## config.mk

```make
export PLATFORM = sky130hd
export DESIGN_NAME = sysctl_cp_regs
export DESIGN_NICKNAME = d
export VERILOG_FILES = /design/src/rtl/sysctl_cp_regs.sv
export SDC_FILE = /design/constraint.sdc
export NUM_CORES = 1
export LEC_CHECK = 0
export BUFFER_PORTS_ARGS = -buffer_cell sky130_fd_sc_hd__buf_2
export CAP_MARGIN = 20
export CORE_ASPECT_RATIO = 0.9
export CORE_MARGIN = 5
export CORE_UTILIZATION = 30
export CTS_CLUSTER_SIZE = 10
export DETAILED_ROUTE_END_ITERATION = 7
export SETUP_SLACK_MARGIN = 0.2
export SYNTH_ARGS = -nofsm -noshare
export SYNTH_HDL_FRONTEND = slang
export SYNTH_SLANG_ARGS = --single-unit
```

## constraint.sdc

```tcl
create_clock -name clk -period 6.77 [get_ports clk]
set_input_delay 1.354 -clock clk [delete_from_list [all_inputs] [get_ports clk]]
set_output_delay 1.354 -clock clk [all_outputs]
set_load 0.05 [all_outputs]
```

## src/rtl/sysctl_cp_regs.sv

```systemverilog
module sysctl_cp_regs #(
  parameter logic [31:0] EBASE_RESET = 32'h8000_0000,
  parameter logic [31:0] VEC_OFFSET  = 32'h0000_0180
) (
  input  logic        clk,
  input  logic        rst_n,
  input  logic [4:0]  rd_num,
  input  logic [2:0]  rd_sel,
  output logic [31:0] rd_data,
  input  logic        wr_en,
  input  logic [4:0]  wr_num,
  input  logic [2:0]  wr_sel,
  input  logic [31:0] wr_data,
  input  logic [5:0]  hw_irq,
  input  logic        exc_take,
  input  logic [4:0]  exc_code,
  input  logic        exc_in_slot,
  input  logic [31:0] exc_pc,
  input  logic        exl_load,
  input  logic        exl_value,
  output logic        irq_req,
  output logic [31:0] vec_addr
);
  localparam int NREG = 9;
  localparam logic [3:0] I_UL = 4'd0, I_BV = 4'd1, I_CNT = 4'd2, I_CMP = 4'd3,
                         I_ST = 4'd4, I_CA = 4'd5, I_EPC = 4'd6, I_EB = 4'd7,
                         I_CFG = 4'd8, I_NONE = 4'd15;

  logic [31:0] r [NREG];

  function automatic logic [3:0] map_idx(input logic [4:0] n, input logic [2:0] s);
    case ({n, s})
      {5'd4,  3'd2}: map_idx = I_UL;
      {5'd8,  3'd0}: map_idx = I_BV;
      {5'd9,  3'd0}: map_idx = I_CNT;
      {5'd11, 3'd0}: map_idx = I_CMP;
      {5'd12, 3'd0}: map_idx = I_ST;
      {5'd13, 3'd0}: map_idx = I_CA;
      {5'd14, 3'd0}: map_idx = I_EPC;
      {5'd15, 3'd1}: map_idx = I_EB;
      {5'd16, 3'd0}: map_idx = I_CFG;
      default:       map_idx = I_NONE;
    endcase
  endfunction

  function automatic logic [31:0] wmask(input logic [3:0] i);
    case (i)
      I_UL, I_EPC: wmask = 32'hFFFF_FFFF;
      I_EB:        wmask = 32'hFFFF_FFFC;
      I_ST:        wmask = 32'h0000_FF01;
      default:     wmask = 32'h0;
    endcase
  endfunction

  function automatic logic [31:0] rinit(input logic [3:0] i);
    rinit = (i == I_EB) ? EBASE_RESET : 32'h0;
  endfunction

  logic [3:0] widx, ridx;
  assign widx = map_idx(wr_num, wr_sel);
  assign ridx = map_idx(rd_num, rd_sel);

  always_ff @(posedge clk) begin
    if (!rst_n) begin
      for (int i = 0; i < NREG; i++) r[i] <= rinit(4'(i));
    end else begin
      for (int i = 0; i < NREG; i++)
        if (wr_en && widx == 4'(i))
          r[i] <= (r[i] & ~wmask(4'(i))) | (wr_data & wmask(4'(i)));
      r[I_CA][15:8] <= {hw_irq, 2'b00};
      if (exl_load) r[I_ST][1] <= exl_value;
      if (exc_take) begin
        r[I_CA][31]  <= exc_in_slot;
        r[I_CA][6:2] <= exc_code;
        r[I_EPC]     <= exc_in_slot ? exc_pc - 32'd4 : exc_pc;
        r[I_ST][1]   <= 1'b1;
      end
    end
  end

  always_comb begin
    rd_data = 32'h0;
    for (int i = 0; i < NREG; i++)
      if (ridx == 4'(i)) rd_data = r[i];
  end

  logic [7:0] pend;
  assign pend     = r[I_CA][15:8] & r[I_ST][15:8];
  assign irq_req  = (|pend) && (|r[I_ST][15:8]) && !r[I_ST][1] && !r[I_ST][2];
  assign vec_addr = r[I_EB] + VEC_OFFSET;

  assert_exc_sets_exl_R8: assert property (@(posedge clk) disable iff (!rst_n)
    exc_take |=> r[I_ST][1]);
  assert_slot_epc_R8: assert property (@(posedge clk) disable iff (!rst_n)
    (exc_take && exc_in_slot) |=> r[I_EPC] == $past(exc_pc) - 32'd4);
  assert_exl_load_R9: assert property (@(posedge clk) disable iff (!rst_n)
    (exl_load && !exc_take) |=> r[I_ST][1] == $past(exl_value));
  assert_ip_mirror_R6: assert property (@(posedge clk) disable iff (!rst_n)
    1'b1 |=> r[I_CA][15:8] == {$past(hw_irq), 2'b00});
  assert_count_stable_R5: assert property (@(posedge clk) disable iff (!rst_n)
    1'b1 |=> $stable(r[I_CNT]) && $stable(r[I_CFG]) && $stable(r[I_BV]));
  assert_irq_gated_R7: assert property (@(posedge clk) disable iff (!rst_n)
    irq_req |-> !(r[I_ST][1] || r[I_ST][2]));
endmodule

```

-- Yosys cells after proc, flatten, opt, wreduce, memory -nomap -nowiden
Memory sizes are Yosys's and may differ from the RTL's.
Index checks and enable logic that the tools add are counted.
- output and inout bits: 65
- latch bits: 0
- word-level logic and storage cells: 187
- bits in read-only memories: 0
- register bits after elaboration: 0
- memories: 1
- bits in writable memories: 288
- add/subtract/negate cells: 2
- divide/modulo/power cells: 0
- $lt $le $gt $ge: 0
- shift-type cells: 0
- eq/ne operators: 34
- $mul: 0
- reductions and logical operators: 18
- muxes and demuxes: 80
- bitwise operators: 52
- memories (name ; words ; bits a word ; read ports ; clocked after Yosys merged registers in ; write ports ; RTL line ; source):
    r ; 9 ; 32 ; 9 ; 0 ; 9 ; 29 ; logic [31:0] r [NREG];
- operator list (kind ; number):
    $mux 32 ; 38
    $and 32x32->32 ; 18
    $not 32->32 ; 9
    $or 32x32->32 ; 9
    $eq 8x7->1 const B ; 14
    $pmux 4 s9 ; 2
    $mux 1 ; 38
    $add 32x9->32 const B ; 1
    $eq 4x3->1 const B ; 8
    $sub 32x3->32 const B ; 1
    $eq 4x2->1 const B ; 4
    $eq 8x6->1 const B ; 2
    $eq 8x8->1 const B ; 2
    $reduce_or 8->1 ; 2
    $or 1x1->1 ; 15
    $logic_and 1x1->1 ; 12
    $and 8x8->8 ; 1
    $eq 4x1->1 const B ; 2
    $eq 4x4->1 const B ; 2
    $logic_not 4->1 ; 2
    $mux 8 ; 1
    $mux 5 ; 1
    $logic_not 1->1 ; 2

-- Depth between registers and ports, before layout
- word-level depth: 12
- mapped depth: 8

-- Worst setup path before layout
OpenSTA, ideal clock, no wires.
- path kind: input port to flip-flop
- start: in wr_sel[1]
- end: mem r[6][0], in the netlist r[1][64], enable pin
- setup slack: 0.801 ns
- arrival time: 5.458 ns
- setup time: 0.511 ns
- stages: 3
- path buffers: 0
- path through: nor4b_1 nand3_1 o41ai_1
- RTL lines (what ; RTL line ; source):
    start, declared ; 12 ; input logic [2:0] wr_sel,
    end, declared ; 29 ;

-- Worst setup path in the final report
- start: in rd_sel[2]
- end: out rd_data[9]
- longest elaborated chain between the ends: 12
- RTL lines (what ; RTL line ; source):
    start, declared ; 8 ; input logic [2:0] rd_sel,
    $eq 8x8->1 (tied with other cells) ; 32 ; case ({n, s})
    $pmux 4 s9 * ; 32 ;
    $logic_not 4->1 ; 84 ; if (ridx == 4'(i)) rd_data = r[i];
    $mux 32 (8 in a row) ; 84 ;
    $mux 32 * ; 84 ;
    end, declared ; 9 ; output logic [31:0] rd_data,
Mark *: on every way between the ends. The rest lies on a longest branch, timed or not.

==> impl_metrics.ini <==
[clock_network]
cts_tree = built
cts-root-buf = clkbuf_16
cts_resized = 0
post_cts_buffers = 0
htree_levels = 4
clock-sinks = 116
path_clk_slew_ps = 60
cts_buffers = 17
clock_path_buffers = 2
cts_hold_buffers = 0

[yosys]
postSynthCellCount = 567
synth_top_area_share_pct = 55.3
syn_area_per_cell_um2 = 11.1
synthTopCellsByArea = edfxtp_1 (55%), xnor2_1 (5.3%), nor2b_1 (3.6%)
synth-async-reset-ratio_pct = 0
seq_area_frac_synth_pct = 55.3
ys.flop_type = edfxtp_1
synth.largest_area_cell = edfxtp_1
ys_seq_elements = 116
netlist-cell-type-count = 51
synth_edf_count = 116
yosysWarningCount = 0
mappedNetlistArea_mm2 = 0.00630

[final_layout]
multi_input_area_mm2 = 0.00257
antenna_cells = 0
top_regs = r: 116 flops
drive_above_1_share_pct = 30.6
area_growth_pct = 26.5
largest-register = r
nFillCells = 2084
layout.cells.non_filler = 1021
fin_nets = 822
fin_util_pct = 38.5
regArea_mm2 = 0.00348
largest_register_ff_count = 116

[floorplanning]
num_io_pins = 163
die_h_um = 147
die-area_mm2 = 0.0240
start_util_pct = 30.4
die_w_um = 163
core_mm2 = 0.0207
num_rows = 50

[place]
place_hpwl_um = 14200
port_buffers = 160
place_congestion = 0.836
dpl_worst_slack_ps = 1440
place_inst = 989

[power_and_ir_drop]
power.share.sequential_pct = 45.5
cellPowerDensity_mw_per_mm2 = 239
p_int_mw = 1.41
combPwrFrac_pct = 10.7
power.leakage_nw = 3.14
pwr-share-clk_pct = 43.8
p_total_mw = 1.90
ir_worst_vdd_mv = 0.104
switching_power_mw = 0.494
swShare_pct = 25.9

[global_route]
antenna_found_initial = 0
use_met2_pct = 27.1
gr-total-overflow = 0
first_global_vias = 5041
grt.met3_usage_pct = 4.40
grt_max_degree = 66
grt_first_pass_wirelength_um = 29100
track_usage_pct = 15.9
grt.met1_usage_pct = 20.2
grt_busiest_layer = met2

[drt]
viasPerCell = 4.91
drt_iter0_drc = 366
wire_per_inst_um = 18.7
drt_wl_total_um = 19100
dr.pass1.iters = 8
via_count = 5013
remaining_drc_errors = 0
ant_nets = 0

[timing]
worst_pin_slew_ps = 842
hold_viol_final = 0
setup_slack_ps = 1490
relSlewSlack_pct = 43.1
max_freq_mhz = 189
finalSetupViolations = 0
period_share_pct = 78.0
rsz0062_at_grt = no
maxSlewViolCount = 0
fin_crit_ps = 5280
tns_ps = 0

[worst_hold_path]
hp-class = in -> reg

[critical_path]
arrival_ps = 3930
critical_path_class = in -> out
required_ps = 5420
cp-end-kind = primary output
critPathMaxFanout = 16
critPathLaunchType = primary input

[outcome]
status = finished, final reports clean

[run]
maxCapViolations = 0
==> cells in the mapped netlist, types with 4 or more instances <==
library cell	number
a21oi_1	10
a222oi_1	21
a22oi_1	15
and2_1	9
and3_1	8
and4_1	4
buf_4	7
clkbuf_1	28
edfxtp_1	116
inv_1	29
nand2_1	56
nand3_1	9
nand4_1	5
nor2_1	38
nor2b_1	36
nor3_1	11
nor4_1	11
nor4_2	6
o21ai_0	16
o22ai_1	26
o31ai_1	5
or3_1	5
xnor2_1	38
xor2_1	14
==> layout by cell type, fill, tap and decap left out, types with 3 or more instances in the layout <==
| master | count |
|---|---|
| a21oi_1 | 10 |
| a222oi_1 | 21 |
| a22oi_1 | 15 |
| and2_1 | 9 |
| and3_1 | 8 |
| and4_1 | 4 |
| buf_2 | 160 |
| buf_4 | 11 |
| clkbuf_16 | 17 |
| clkinv_4 | 4 |
| clkinvlp_4 | 3 |
| conb_1 | 8 |
| edfxtp_1 | 116 |
| inv_1 | 29 |
| inv_6 | 3 |
| nand2_1 | 55 |
| nand3_1 | 9 |
| nand3b_1 | 3 |
| nand4_1 | 5 |
| nor2_1 | 38 |
| nor2b_1 | 35 |
| nor3_1 | 10 |
| nor4_1 | 11 |
| nor4_2 | 6 |
| o21ai_0 | 16 |
| o22ai_1 | 26 |
| o22ai_2 | 3 |
| o31ai_1 | 4 |
| or3_1 | 5 |
| xnor2_1 | 38 |
| xor2_1 | 14 |
==> power by group through the flow <==
stage                     Clock [mW]  Combinational [mW]  Sequential, mW
final                          0.834               0.204           0.867
after detailed placement           0               0.206           0.881
after CTS                      0.852               0.206           0.867
after floorplan                    0               0.129           0.870
after global placement             0               0.204           0.881
after global routing           0.895               0.221           0.871
==> routing by layer <==
metal	share of wire (%)	vias up
li1	-	2427
met4	0.65	0
met3	4.9	9
met1	44	2452
met5	0	-
met2	50	125
==> layout make-up <==
| class | instances | area share (%) |
|---|---|---|
| sequential | 116 | 43.7 |
| multi-input combinational | 387 | 32.3 |
| timing repair buffer | 171 | 11.1 |
| clock buffer | 17 | 5.34 |
| tap | 286 | 4.49 |
| clock inverter | 15 | 1.65 |
| inverter | 29 | 1.37 |
==> critical path, stage by stage <==
cell,delay [ps]
buf_2,100
nor3b_1,520
nand3_1,380
nor2b_2,670
buf_4,390
a222oi_1,110
nand2_1,130
buf_2,270
==> through the flow <==
| step | area, um2 | hold WS (ps) |
|---|---|---|
| detailed placement | 7410 | 1650 |
| global placement | 7410 | 1650 |
| floorplan | 6320 | 1540 |
| global route | 7970 | 1220 |
| CTS | 7970 | 1210 |
| finish | 7970 | 1230 |
==> worst paths after layout <==
path,slack [ps],from,endpoint,cells past startpoint
setup / recovery,1490,rd_sel[2],rd_data[9],8
hold / removal,1230,hw_irq[1],r[1][43],2
==> kinds of logic after synthesis <==
kind of cell             count (synthesis)  synth area share [%]
AO/OA/AOI/OAI                          106                  12.4
XOR/XNOR                                52                  7.23
adder cells (fa/ha/maj)                  3                 0.556
buffers and inverters                   70                  4.97
flip-flops                             116                  55.3
multiplexers                             1                 0.179
other                                    2                 0.119
AND/OR/NAND/NOR                        217                  19.3
Note: power is estimated with default switching activity, not from simulation.
